`src/rtl/dsb_pkg.sv`:
```
package dsb_pkg;
  localparam int unsigned INSN_BYTES = 4;

  typedef struct packed {
    logic taken;
    logic kill;
    logic link;
  } dsb_ctl_t;
endpackage

```
`src/rtl/dsb_target.sv`:
```
module dsb_target #(
  parameter int unsigned AW   = 32,
  parameter int unsigned OFFW = 16
) (
  input  logic [AW-1:0]   pc,
  input  logic [OFFW-1:0] off,
  output logic [AW-1:0]   tgt,
  output logic [AW-1:0]   seq
);
  import dsb_pkg::*;
  localparam int unsigned SHW = OFFW + 2;

  logic [AW-1:0] off_ext;
  logic [AW-1:0] slot_pc;

  always_comb begin
    off_ext = {{(AW-SHW){off[OFFW-1]}}, off, 2'b00};
    slot_pc = pc + AW'(INSN_BYTES);
    tgt     = slot_pc + off_ext;
    seq     = pc + AW'(2 * INSN_BYTES);
  end
endmodule

```
`src/rtl/dsb_cond.sv`:
```
module dsb_cond #(
  parameter int unsigned CCN = 8,
  localparam int unsigned CCW = (CCN > 1) ? $clog2(CCN) : 1
) (
  input  logic [CCN-1:0]     cc_vec,
  input  logic [CCW-1:0]     cc_sel,
  input  logic               on_true,
  input  logic               always_tk,
  input  logic               likely,
  input  logic               link,
  output dsb_pkg::dsb_ctl_t  ctl
);
  logic [CCN-1:0] sel_hot;
  logic           cc_bit;

  genvar gi;
  generate
    for (gi = 0; gi < CCN; gi++) begin : g_sel
      assign sel_hot[gi] = (cc_sel == CCW'(gi)) & cc_vec[gi];
    end
  endgenerate

  always_comb begin
    cc_bit    = |sel_hot;
    ctl.taken = always_tk | (cc_bit == on_true);
    ctl.kill  = likely & ~ctl.taken;
    ctl.link  = link;
  end
endmodule

```
`src/rtl/dslot_branch_unit.sv`:
```
module dslot_branch_unit #(
  parameter int unsigned AW   = 32,
  parameter int unsigned OFFW = 16,
  parameter int unsigned CCN  = 8,
  localparam int unsigned CCW = (CCN > 1) ? $clog2(CCN) : 1
) (
  input  logic            clk,
  input  logic            rst_n,
  input  logic            br_valid,
  input  logic [AW-1:0]   br_pc,
  input  logic [OFFW-1:0] br_offset,
  input  logic            br_on_true,
  input  logic            br_likely,
  input  logic            br_link,
  input  logic            br_always,
  input  logic [CCW-1:0]  cc_sel,
  input  logic [CCN-1:0]  cc_vec,
  output logic            res_valid,
  output logic [AW-1:0]   next_pc,
  output logic            slot_kill,
  output logic            link_we,
  output logic [AW-1:0]   link_val,
  output logic            seq_err
);
  import dsb_pkg::*;

  // reset: asserted asynchronously, released on a clock edge
  logic [1:0] rst_sync_q;
  logic       rst_int_n;

  always_ff @(posedge clk or negedge rst_n) begin
    if (!rst_n) rst_sync_q <= 2'b00;
    else        rst_sync_q <= {rst_sync_q[0], 1'b1};
  end
  assign rst_int_n = rst_sync_q[1];

  logic [AW-1:0] tgt_c, seq_c;
  dsb_ctl_t      ctl_c;

  dsb_target #(.AW(AW), .OFFW(OFFW)) u_tgt (
    .pc  (br_pc),
    .off (br_offset),
    .tgt (tgt_c),
    .seq (seq_c)
  );

  dsb_cond #(.CCN(CCN)) u_cond (
    .cc_vec    (cc_vec),
    .cc_sel    (cc_sel),
    .on_true   (br_on_true),
    .always_tk (br_always),
    .likely    (br_likely),
    .link      (br_link),
    .ctl       (ctl_c)
  );

  // next-state
  logic          pend_q, pend_d;
  logic          err_q, err_d;
  logic          cap_en;
  dsb_ctl_t      ctl_q;
  logic [AW-1:0] tgt_q, seq_q;

  always_comb begin
    pend_d = br_valid & ~pend_q;
    err_d  = br_valid & pend_q;
    cap_en = pend_d;
  end

  // registers
  always_ff @(posedge clk or negedge rst_int_n) begin
    if (!rst_int_n) begin
      pend_q <= 1'b0;
      err_q  <= 1'b0;
    end else begin
      pend_q <= pend_d;
      err_q  <= err_d;
    end
  end

  always_ff @(posedge clk or negedge rst_int_n) begin
    if (!rst_int_n) begin
      ctl_q <= '0;
      tgt_q <= '0;
      seq_q <= '0;
    end else if (cap_en) begin
      ctl_q <= ctl_c;
      tgt_q <= tgt_c;
      seq_q <= seq_c;
    end
  end

  always_comb begin
    res_valid = pend_q;
    next_pc   = ctl_q.taken ? tgt_q : seq_q;
    slot_kill = pend_q & ctl_q.kill;
    link_we   = pend_q & ctl_q.link;
    link_val  = seq_q;
    seq_err   = err_q;
  end

  AST_RESOLVE_NEXT: assert property (@(posedge clk) disable iff (!rst_int_n)
    (br_valid && !res_valid) |=> res_valid);
  AST_SLOT_ONE_CYCLE: assert property (@(posedge clk) disable iff (!rst_int_n)
    res_valid |=> !res_valid);
  AST_NEST_FLAGGED: assert property (@(posedge clk) disable iff (!rst_int_n)
    (br_valid && res_valid) |=> (seq_err && !res_valid));
  AST_KILL_FALLTHRU: assert property (@(posedge clk) disable iff (!rst_int_n)
    slot_kill |-> (next_pc == link_val));
  AST_ALWAYS_NO_KILL: assert property (@(posedge clk) disable iff (!rst_int_n)
    (br_valid && !res_valid && br_always) |=> !slot_kill);
endmodule

```
`config.mk`:
```
export PLATFORM = sky130hd
export DESIGN_NAME = dslot_branch_unit
export DESIGN_NICKNAME = d
export VERILOG_FILES = /design/src/rtl/dsb_pkg.sv /design/src/rtl/dsb_target.sv /design/src/rtl/dsb_cond.sv /design/src/rtl/dslot_branch_unit.sv
export SDC_FILE = /design/constraint.sdc
export NUM_CORES = 1
export LEC_CHECK = 0
export BUFFER_PORTS_ARGS = -buffer_cell sky130_fd_sc_hd__clkbuf_2
export CORE_MARGIN = 2
export CORE_UTILIZATION = 32
export CTS_BUF_LIST = sky130_fd_sc_hd__clkbuf_4 sky130_fd_sc_hd__clkbuf_8 sky130_fd_sc_hd__clkbuf_16
export DETAILED_ROUTE_END_ITERATION = 12
export PLACE_DENSITY = 0.54
export REMOVE_ABC_BUFFERS = 1
export SYNTH_ARGS = -nofsm -noshare
export SYNTH_HDL_FRONTEND = slang
export SYNTH_SLANG_ARGS = --single-unit
```
`constraint.sdc`:
```
create_clock -name clk -period 2.35 [get_ports clk]
set_input_delay 0 -clock clk [delete_from_list [all_inputs] [get_ports clk]]
set_output_delay 0 -clock clk [all_outputs]
set_load 0.05 [all_outputs]
```
# ---- Word-level counts from Yosys, hierarchy flattened
# Index checks and enable logic that the tools add are counted.
dict set report op_classes {
  add_sub_neg 3
  eq_ne 8
  mux 1
  bitwise 16
  reduce_logical 2
}
# cell count
set ops {}
lappend ops {{adder 32 x 3 -> 32 bit, second input constant} 1}
lappend ops {{adder 32 bit} 1}
lappend ops {{adder 32 x 4 -> 32 bit, second input constant} 1}
lappend ops {{two-way mux 32 bit} 1}
lappend ops {{bitwise AND 1 bit} 13}
lappend ops {{equality test 3 bit, second input constant} 4}
lappend ops {{OR reduction 8 bit} 1}
lappend ops {{equality test 3 x 2 -> 1 bit, second input constant} 2}
lappend ops {{equality test 3 x 1 -> 1 bit, second input constant} 1}
lappend ops {{logical NOT 3 bit} 1}
lappend ops {{NOT 1 bit} 2}
lappend ops {{equality test 1 bit} 1}
lappend ops {{OR 1 bit} 1}
dict set report word_totals {
  reg_bits 71
  input_bits 66
  output_inout_bits 68
  wordCells 38
}

# ---- Depth between registers and ports, before layout
# Gate-level depths: netlist of run 1.
dict set report logic_depth {
  ltp_word 7
  depth_mapped 13
  ltp_nobuf 13
}

# ---- Modules after synthesis
# A second synthesis of run 1 with hierarchy kept.
dict set report unflattened {
  hier_cells 520
  hier_area_um2 5640.4
}
# mod instances cells_per_inst area_per_inst_um2 seq_area_each_um2
set by_module_without_submodules {}
lappend by_module_without_submodules {dslot_branch_unit 1 187 3103.0 1776.7}
lappend by_module_without_submodules {dsb_target 1 321 2424.8 0.0}
lappend by_module_without_submodules {dsb_cond 1 12 112.6 0.0}

# ---- Worst setup path after synthesis of run 1
# OpenSTA, ideal clock, no wires.
dict set report synth_timing {
  kind {input -> register}
  from {input br_pc[3]}
  to {register tgt_q[31]}
  setup_ns 0.131
  arrival_time_ns 2.224
  required_ns 2.219
  slack_ns -0.006
  path_stages 11
  path_buffers 0
  cell_sequence {ha_1 > ha_1 > inv_1 > fa_1 > and2b_1 > o2111ai_1 > a21bo_1 > a211oi_2 > nand2_1 > a41o_1 > or3_1}
}
dict set report synth_via {
  elab_chain_cells 2
}
# element line_no
set synth_rtl {}
lappend synth_rtl {{start: declaration} dslot_branch_unit.sv:10} ;# input logic [AW-1:0] br_pc,
lappend synth_rtl {{adder 32 x 3 -> 32 bit} dsb_target.sv:18} ;# slot_pc = pc + AW'(INSN_BYTES);
lappend synth_rtl {{adder 32 bit} dsb_target.sv:19} ;# tgt = slot_pc + off_ext;
lappend synth_rtl {{end signal: assignment} dslot_branch_unit.sv:88} ;# tgt_q <= tgt_c;
lappend synth_rtl {{end: declaration} dslot_branch_unit.sv:62} ;# logic [AW-1:0] tgt_q, seq_q;
# No other way between the ends.
# A chain may end at the register's enable or synchronous reset.

# ---- Worst setup path after layout of run 1
dict set report layout_timing {
  from {input br_pc[2]}
  to {register tgt_q[31]}
}
# The elaborated chain is that of the path after synthesis.

==> qor.yml, run 1 <==
routedWlPerCell_um: 15.8
min_period_over_period_pct: 95.4
worst_slack_ns: 0.108
regArea_sq_mm: 0.00173
netlist_instances: 607
dpl_worst_slack_ns: -0.359
cellPowerDensity_mw_per_mm2: 748
yosys-top-cells-count: "nand2_1, dfrtp_1, o21ai_0, ha_1, xor2_1"
clk_latency_ns: 0.35
endpoint_kind: "flop"
num_io_pins: 134
max_freq_mhz: 446
htreeDepth: 3
worst-path-stages: 14
cp_slowest_cell: "fa_2"
placed_cell_area_sq_mm: 0.00683
dieArea_sq_mm: 0.0179
avgSynthCellArea_sq_um: 8.88
die_h_um: 134
drt_iter0_drc: 282
path_max_fanout: 4
cts_buffers: 9
antenna_cells: 0
area_growth_pct: 35.3
syn_area_sq_mm: 0.00539
grt_setup_unrepaired: "true"
cts-root-buf: "clkbuf_16"
yosysMostFrequentCell: "nand2_1"
fillCellCount: 1692
min_path_type: "input pin to flop"
vias: 5159
grt_pass1_wl_um: 27000
drv_slew: 0
ant_nets: 0
grt_start_max_net_pins: 55
drcViolationCount: 0
peakVddDrop_uv: 364
layout-drive-gt1-share_pct: 33.9
critPathLaunchType: "input pin"
synthTopCellsByArea: "dfrtp_1, ha_1, nand2_1"
synth_top_area_share_pct: 32.0
final_cell_area_sq_mm: 0.00729
clockBufferDepth: 2
grt-ovfl-total: 0
max_stage_delay_ns: 0.34
fin_skew_ns: 0.00904
clock-sinks: 69
synth_top_flop_cell: "dfrtp_1"
clk_pin_slew_worst_paths_ns: 0.06
viasPerCell: 4.97
path_cells: "clkbuf_2, inv_1, ha_1, inv_1, ha_1, inv_1, fa_2, and2b_2, o2111ai_4, a21bo_1, a211oi_2, nand2_1, a41o_1, or3_1"
outcome: "finished clean"
fin_util_pct: 44.1
dp_cells: 1011
grt_use_total_pct: 18.9
core_sq_mm: 0.0165
num_rows: 47
p_leak_nw: 3.57
maxCapViolCount: 0
port-buffer-count: 133
path_buf_inv: 4
period_needed_ns: 2.24
synth_edf_count: 0
die_w_um: 134
ff2ff_path_depth: 5
multiInputGateArea_sq_mm: 0.00353
cp.required_ns: 2.57
place_hpwl_um: 13000
cts_tree: "done"
async_reset_ff_share_pct: 100
finalHoldViolCount: 0
worstPathArrival_ns: 2.46
final_cell_count_no_fill: 1038
finalSetupViolCount: 0
hold_depth: 3
antenna_found_initial: 0
synth.distinct_cells: 64
wl_um: 16400
power.total_mw: 5.45
critical_path_class: "input pin to flop"
cpMostUsedCell: "inv_1"
start_util_pct: 32.6
yosys.area.top_type: "dfrtp_1"
nNetsFinal: 941
ys_ff_latch: 69
dr.pass1.iters: 4
ys.warnings.count: 0
first_global_vias: 5317
crit_family: "compound AO/OA/AOI/OAI gates"
place_congestion: 0.886
yosysSeqAreaShare_pct: 32.0
## layer usage
metal	vias up	global-route usage (%)	share of wire [%]
li1	2597	-	-
met1	2427	25.3	47
met2	116	31.3	47
met3	19	2.93	4.2
met4	0	5.91	1.7
met5	-	0	0
## timing repair
item                                    in CTS  in global routing
buffers inserted                             0                  1
gates cloned                                 0                  0
pin swaps                                    1                  4
gates resized for setup                      0                  7
endpoints found under the hold margin       12                  0
endpoints found under the setup margin       1                 10
hold buffers                                13                  0
## final cells by class
cell class	instances	share of cell area, %
multi-input combinational	496	48.5
sequential	69	23.7
timing repair buffer	224	19.3
tap	220	3.78
clock buffer	11	3.38
inverter	16	0.824
clock inverter	2	0.515
## per-stage QoR
| stage | hold slack [ns] | setup TNS (ns) |
|---|---|---|
| 6_report | 0.0201 | 0 |
| 5_1_grt | 0.0456 | -0.0478 |
| 4_1_cts | 0.0146 | 0 |
| 3_5_place_dp | -0.212 | -1.73 |
| 3_3_place_gp | -0.214 | -1.30 |
| 2_1_floorplan | -0.296 | -61.30 |
## worst reg2reg max path, stage by stage (launching register included)
cell	delay [ns]
dfrtp_1	0.41
nand2b_4	0.30
inv_2	0.36
nand3_1	0.12
dlygate4sd3_1	0.58
nand2_1	0.07
## layout by cell type, fill, tap and decap left out, types with 5 or more instances in the layout
cell / Yosys / layout
buf_4: 2 / 76
dlygate4sd3_1: 0 / 13
clkbuf_16: 0 / 9
and2_1: 8 / 8
a31oi_1: 7 / 6
clkbuf_2: 1 / 133
nand4_1: 12 / 12
ha_1: 58 / 58
o211ai_1: 5 / 5
nand2_1: 98 / 98
nor2_1: 23 / 22
mux2_2: 30 / 30
a21o_1: 14 / 14
and3_1: 8 / 8
xnor2_1: 18 / 18
a21oi_1: 26 / 26
o21ai_0: 62 / 62
inv_1: 15 / 15
nand3_1: 20 / 20
nor3b_1: 5 / 5
xor2_1: 31 / 31
nor3_1: 8 / 8
dfrtp_1: 69 / 68
## cell families after synthesis
family	share of synthesized area, %
AND/OR/NAND/NOR	18.4
AO/OA/AOI/OAI	16.7
flip-flops	32.0
adder cells (fa/ha/maj)	13.8
XOR/XNOR	7.97
buffers and inverters	3.13
multiplexers	7.85
other	0.0696
## worst paths after layout
| check | start | end | slack, ns |
|---|---|---|---|
| max | br_pc[2] | tgt_q[31] | 0.11 |
| min | br_pc[31] | link_val[31] | 0.02 |
| max reg2reg | res_valid | ctl_q[1] | 0.46 |
| min reg2reg | rst_sync_q[1] | link_val[7] | 0.23 |
| max in group asynchronous | rst_sync_q[1] | link_val[29] | 1.51 |
| min in group asynchronous | rst_sync_q[1] | link_val[7] | 0.23 |
## power by group
group / internal [mW] / leakage [nW] / switching [mW]
combinational: 0.865 / 2.59 / 1.64
sequential: 1.41 / 0.844 / 0.149
clock: 0.846 / 0.137 / 0.548
## state kept, by name, indices dropped and copies added (netlist names)
signal	cells
link_val	30
seq_err	1
tgt_q	32
res_valid	1
rst_sync_q	2
ctl_q	3
(Power assumes the default switching activity.)
==> run 2: changes to the inputs <==
- CORE_MARGIN: 2 -> not set
- MAX_ROUTING_LAYER: not set -> met4
==> qor.yml, run 2 (same netlist as run 1, synthesis figures left out) <==
outcome: "finished clean"  # unchanged
core_sq_mm: 0.0165  # unchanged
final_cell_area_sq_mm: 0.00728  # was 0.00729 sq mm
dieArea_sq_mm: 0.0174  # was 0.0179 sq mm
peakVddDrop_uv: 376  # was 364 uV
swShare_pct: 41.6  # was 42.9%
cts_tree: "done"  # unchanged
htreeDepth: 3  # unchanged
path_cells: "clkbuf_2, ha_1, ha_1, inv_1, fa_2, and2b_1, o2111ai_1, a21bo_1, a211oi_2, nand2_1, a41o_1, or3_1"  # was clkbuf_2, inv_1, ha_1, inv_1, ha_1, inv_1, fa_2, and2b_2, o2111ai_4, a21bo_1, a211oi_2, nand2_1, a41o_1, or3_1
grt_setup_unrepaired: "false"  # was true
worst_slack_ns: 0.153  # was 0.108 ns
largest_register: "tgt_q"  # unchanged
num_rows: 47  # unchanged
cellPowerDensity_mw_per_mm2: 786  # was 748 mW/mm^2
dpl_worst_slack_ns: -0.309  # was -0.359 ns
viasPerCell: 4.91  # was 4.97
antenna_cells: 0  # unchanged
ant_nets: 0  # unchanged
die_w_um: 132  # was 134 um
p_switching_mw: 2.38  # was 2.34 mW
routedWlPerCell_um: 15.7  # was 15.8 um
vias: 5083  # was 5159
clock-sinks: 69  # unchanged
cpMostUsedCell: "ha_1"  # was inv_1
dp_cells: 1006  # was 1011
largest_reg_flops: 32  # unchanged
max_stage_delay_ns: 0.34  # about the same
p_leak_nw: 3.58  # was 3.57 nW
first_global_vias: 5128  # was 5317
area_growth_pct: 35.1  # was 35.3%
comb_power_share_pct: 43.4  # was 45.9%
drcViolationCount: 0  # unchanged
num_io_pins: 134  # unchanged
max_freq_mhz: 455  # was 446 MHz
place_congestion: 0.918  # was 0.886
drv_slew: 0  # unchanged
worstPathArrival_ns: 2.43  # was 2.46 ns
critical_path_class: "input pin to flop"  # unchanged
pwr-share-clk_pct: 29.5  # was 25.6%
grt_pass1_wl_um: 26700  # was 27000 um
min_path_type: "input pin to flop"  # unchanged
hold-worst-slack_ns: 0.00224  # was 0.0201 ns
postCtsSetupRepairBufs: 0  # unchanged
p_seq_share_pct: 27.1  # was 28.5%
grt_start_max_net_pins: 68  # was 55
cts-root-buf: "clkbuf_16"  # unchanged
antenna_found_initial: 0  # unchanged
start_util_pct: 32.6  # unchanged
layout_commonest_cell: "clkbuf_2"  # unchanged
p_int_mw: 3.34  # was 3.12 mW
finalSetupViolCount: 0  # unchanged
min_period_over_period_pct: 93.5  # was 95.4%
dr.pass1.iters: 5  # was 4
period_needed_ns: 2.20  # was 2.24 ns
finalHoldViolCount: 0  # unchanged
clk_latency_ns: 0.35  # about the same
nNetsFinal: 935  # was 941
cp_slowest_cell: "fa_2"  # unchanged
clk_pin_slew_worst_paths_ns: 0.07  # was 0.06 ns
drt_iter0_drc: 219  # was 282
layout-drive-gt1-share_pct: 33.0  # was 33.9%
placed_cell_area_sq_mm: 0.00679  # was 0.00683 sq mm
path_max_fanout: 4  # unchanged
layout_common_cells: "clkbuf_2, nand2_1, buf_4"  # unchanged
clockBufferDepth: 2  # unchanged
finalSetupTns_ns: 0  # unchanged
maxCapViolCount: 0  # unchanged
grt_use_total_pct: 20.1  # was 18.9%
grt-ovfl-total: 0  # unchanged
cp.required_ns: 2.58  # was 2.57 ns
cts_buffers: 9  # unchanged
final_cell_count_no_fill: 1035  # was 1038
critPathLaunchType: "input pin"  # unchanged
endpoint_kind: "flop"  # unchanged
place_hpwl_um: 12600  # was 13000 um
wl_um: 16200  # was 16400 um
die_h_um: 132  # was 134 um
fin_skew_ns: 0.00712  # was 0.00904 ns
port-buffer-count: 133  # unchanged
[run 2: what timing repair did]
| action | in CTS | in global routing |
|---|---|---|
| endpoints found under the setup margin | 0 | 1 |
| hold buffers | 13 | 0 |
| gates resized for setup | 0 | 1 |
| hold endpoints to repair | 12 | 0 |
[run 2: final timing paths]
path / endpoint / start / cells past startpoint / slack [ns]
min in group asynchronous: link_val[8] / rst_sync_q[1] / 1 / 0.30
max: tgt_q[31] / br_pc[3] / 12 / 0.15
min: link_val[31] / br_pc[31] / 3 / 0.002
max reg2reg: ctl_q[1] / res_valid / 5 / 0.44
max in group asynchronous: rst_sync_q[1] / rst_n / 3 / 1.72
min reg2reg: link_val[8] / rst_sync_q[1] / 1 / 0.30
[run 2: critical path: cells and delay by family]
kind / cells / cell delay, ns
AND/OR/NAND/NOR: 3 / 0.67
buffers and inverters: 2 / 0.15
AO/OA/AOI/OAI: 4 / 0.83
adder cells (fa/ha/maj): 3 / 0.77
[run 2: area by class of cell]
| class | instances | area [sq um] |
|---|---|---|
| inverter | 16 | 60.1 |
| sequential | 69 | 1730 |
| clock inverter | 5 | 108 |
| timing repair buffer | 218 | 1360 |
| multi-input combinational | 496 | 3500 |
| clock buffer | 11 | 246 |
| fill | 1643 | 9240 |
| tap | 220 | 275 |
[run 2: metrics by stage]
stage	power, mW	utilization, %
global placement	4.03	41.1
detailed placement	4.05	41.1
floorplan	3.28	-
CTS	5.78	44.0
finish	5.72	44.1
global route	6.03	44.1
[run 2: metal layers]
layer,track usage (%),up-vias,wire length (um)
met5,-,-,0
met4,7.36,0,299
met3,2.50,21,468
met2,31.0,104,7360
met1,26.9,2375,8090
li1,-,2583,-
[run 2: power by group through the flow]
stage / clock network (mW) / logic (mW) / registers (mW)
floorplan: 0 / 1.43 / 1.85
detailed placement: 0 / 2.47 / 1.57
global placement: 0 / 2.46 / 1.56
CTS: 1.72 / 2.50 / 1.56
finish: 1.69 / 2.48 / 1.55
global route: 1.76 / 2.69 / 1.58
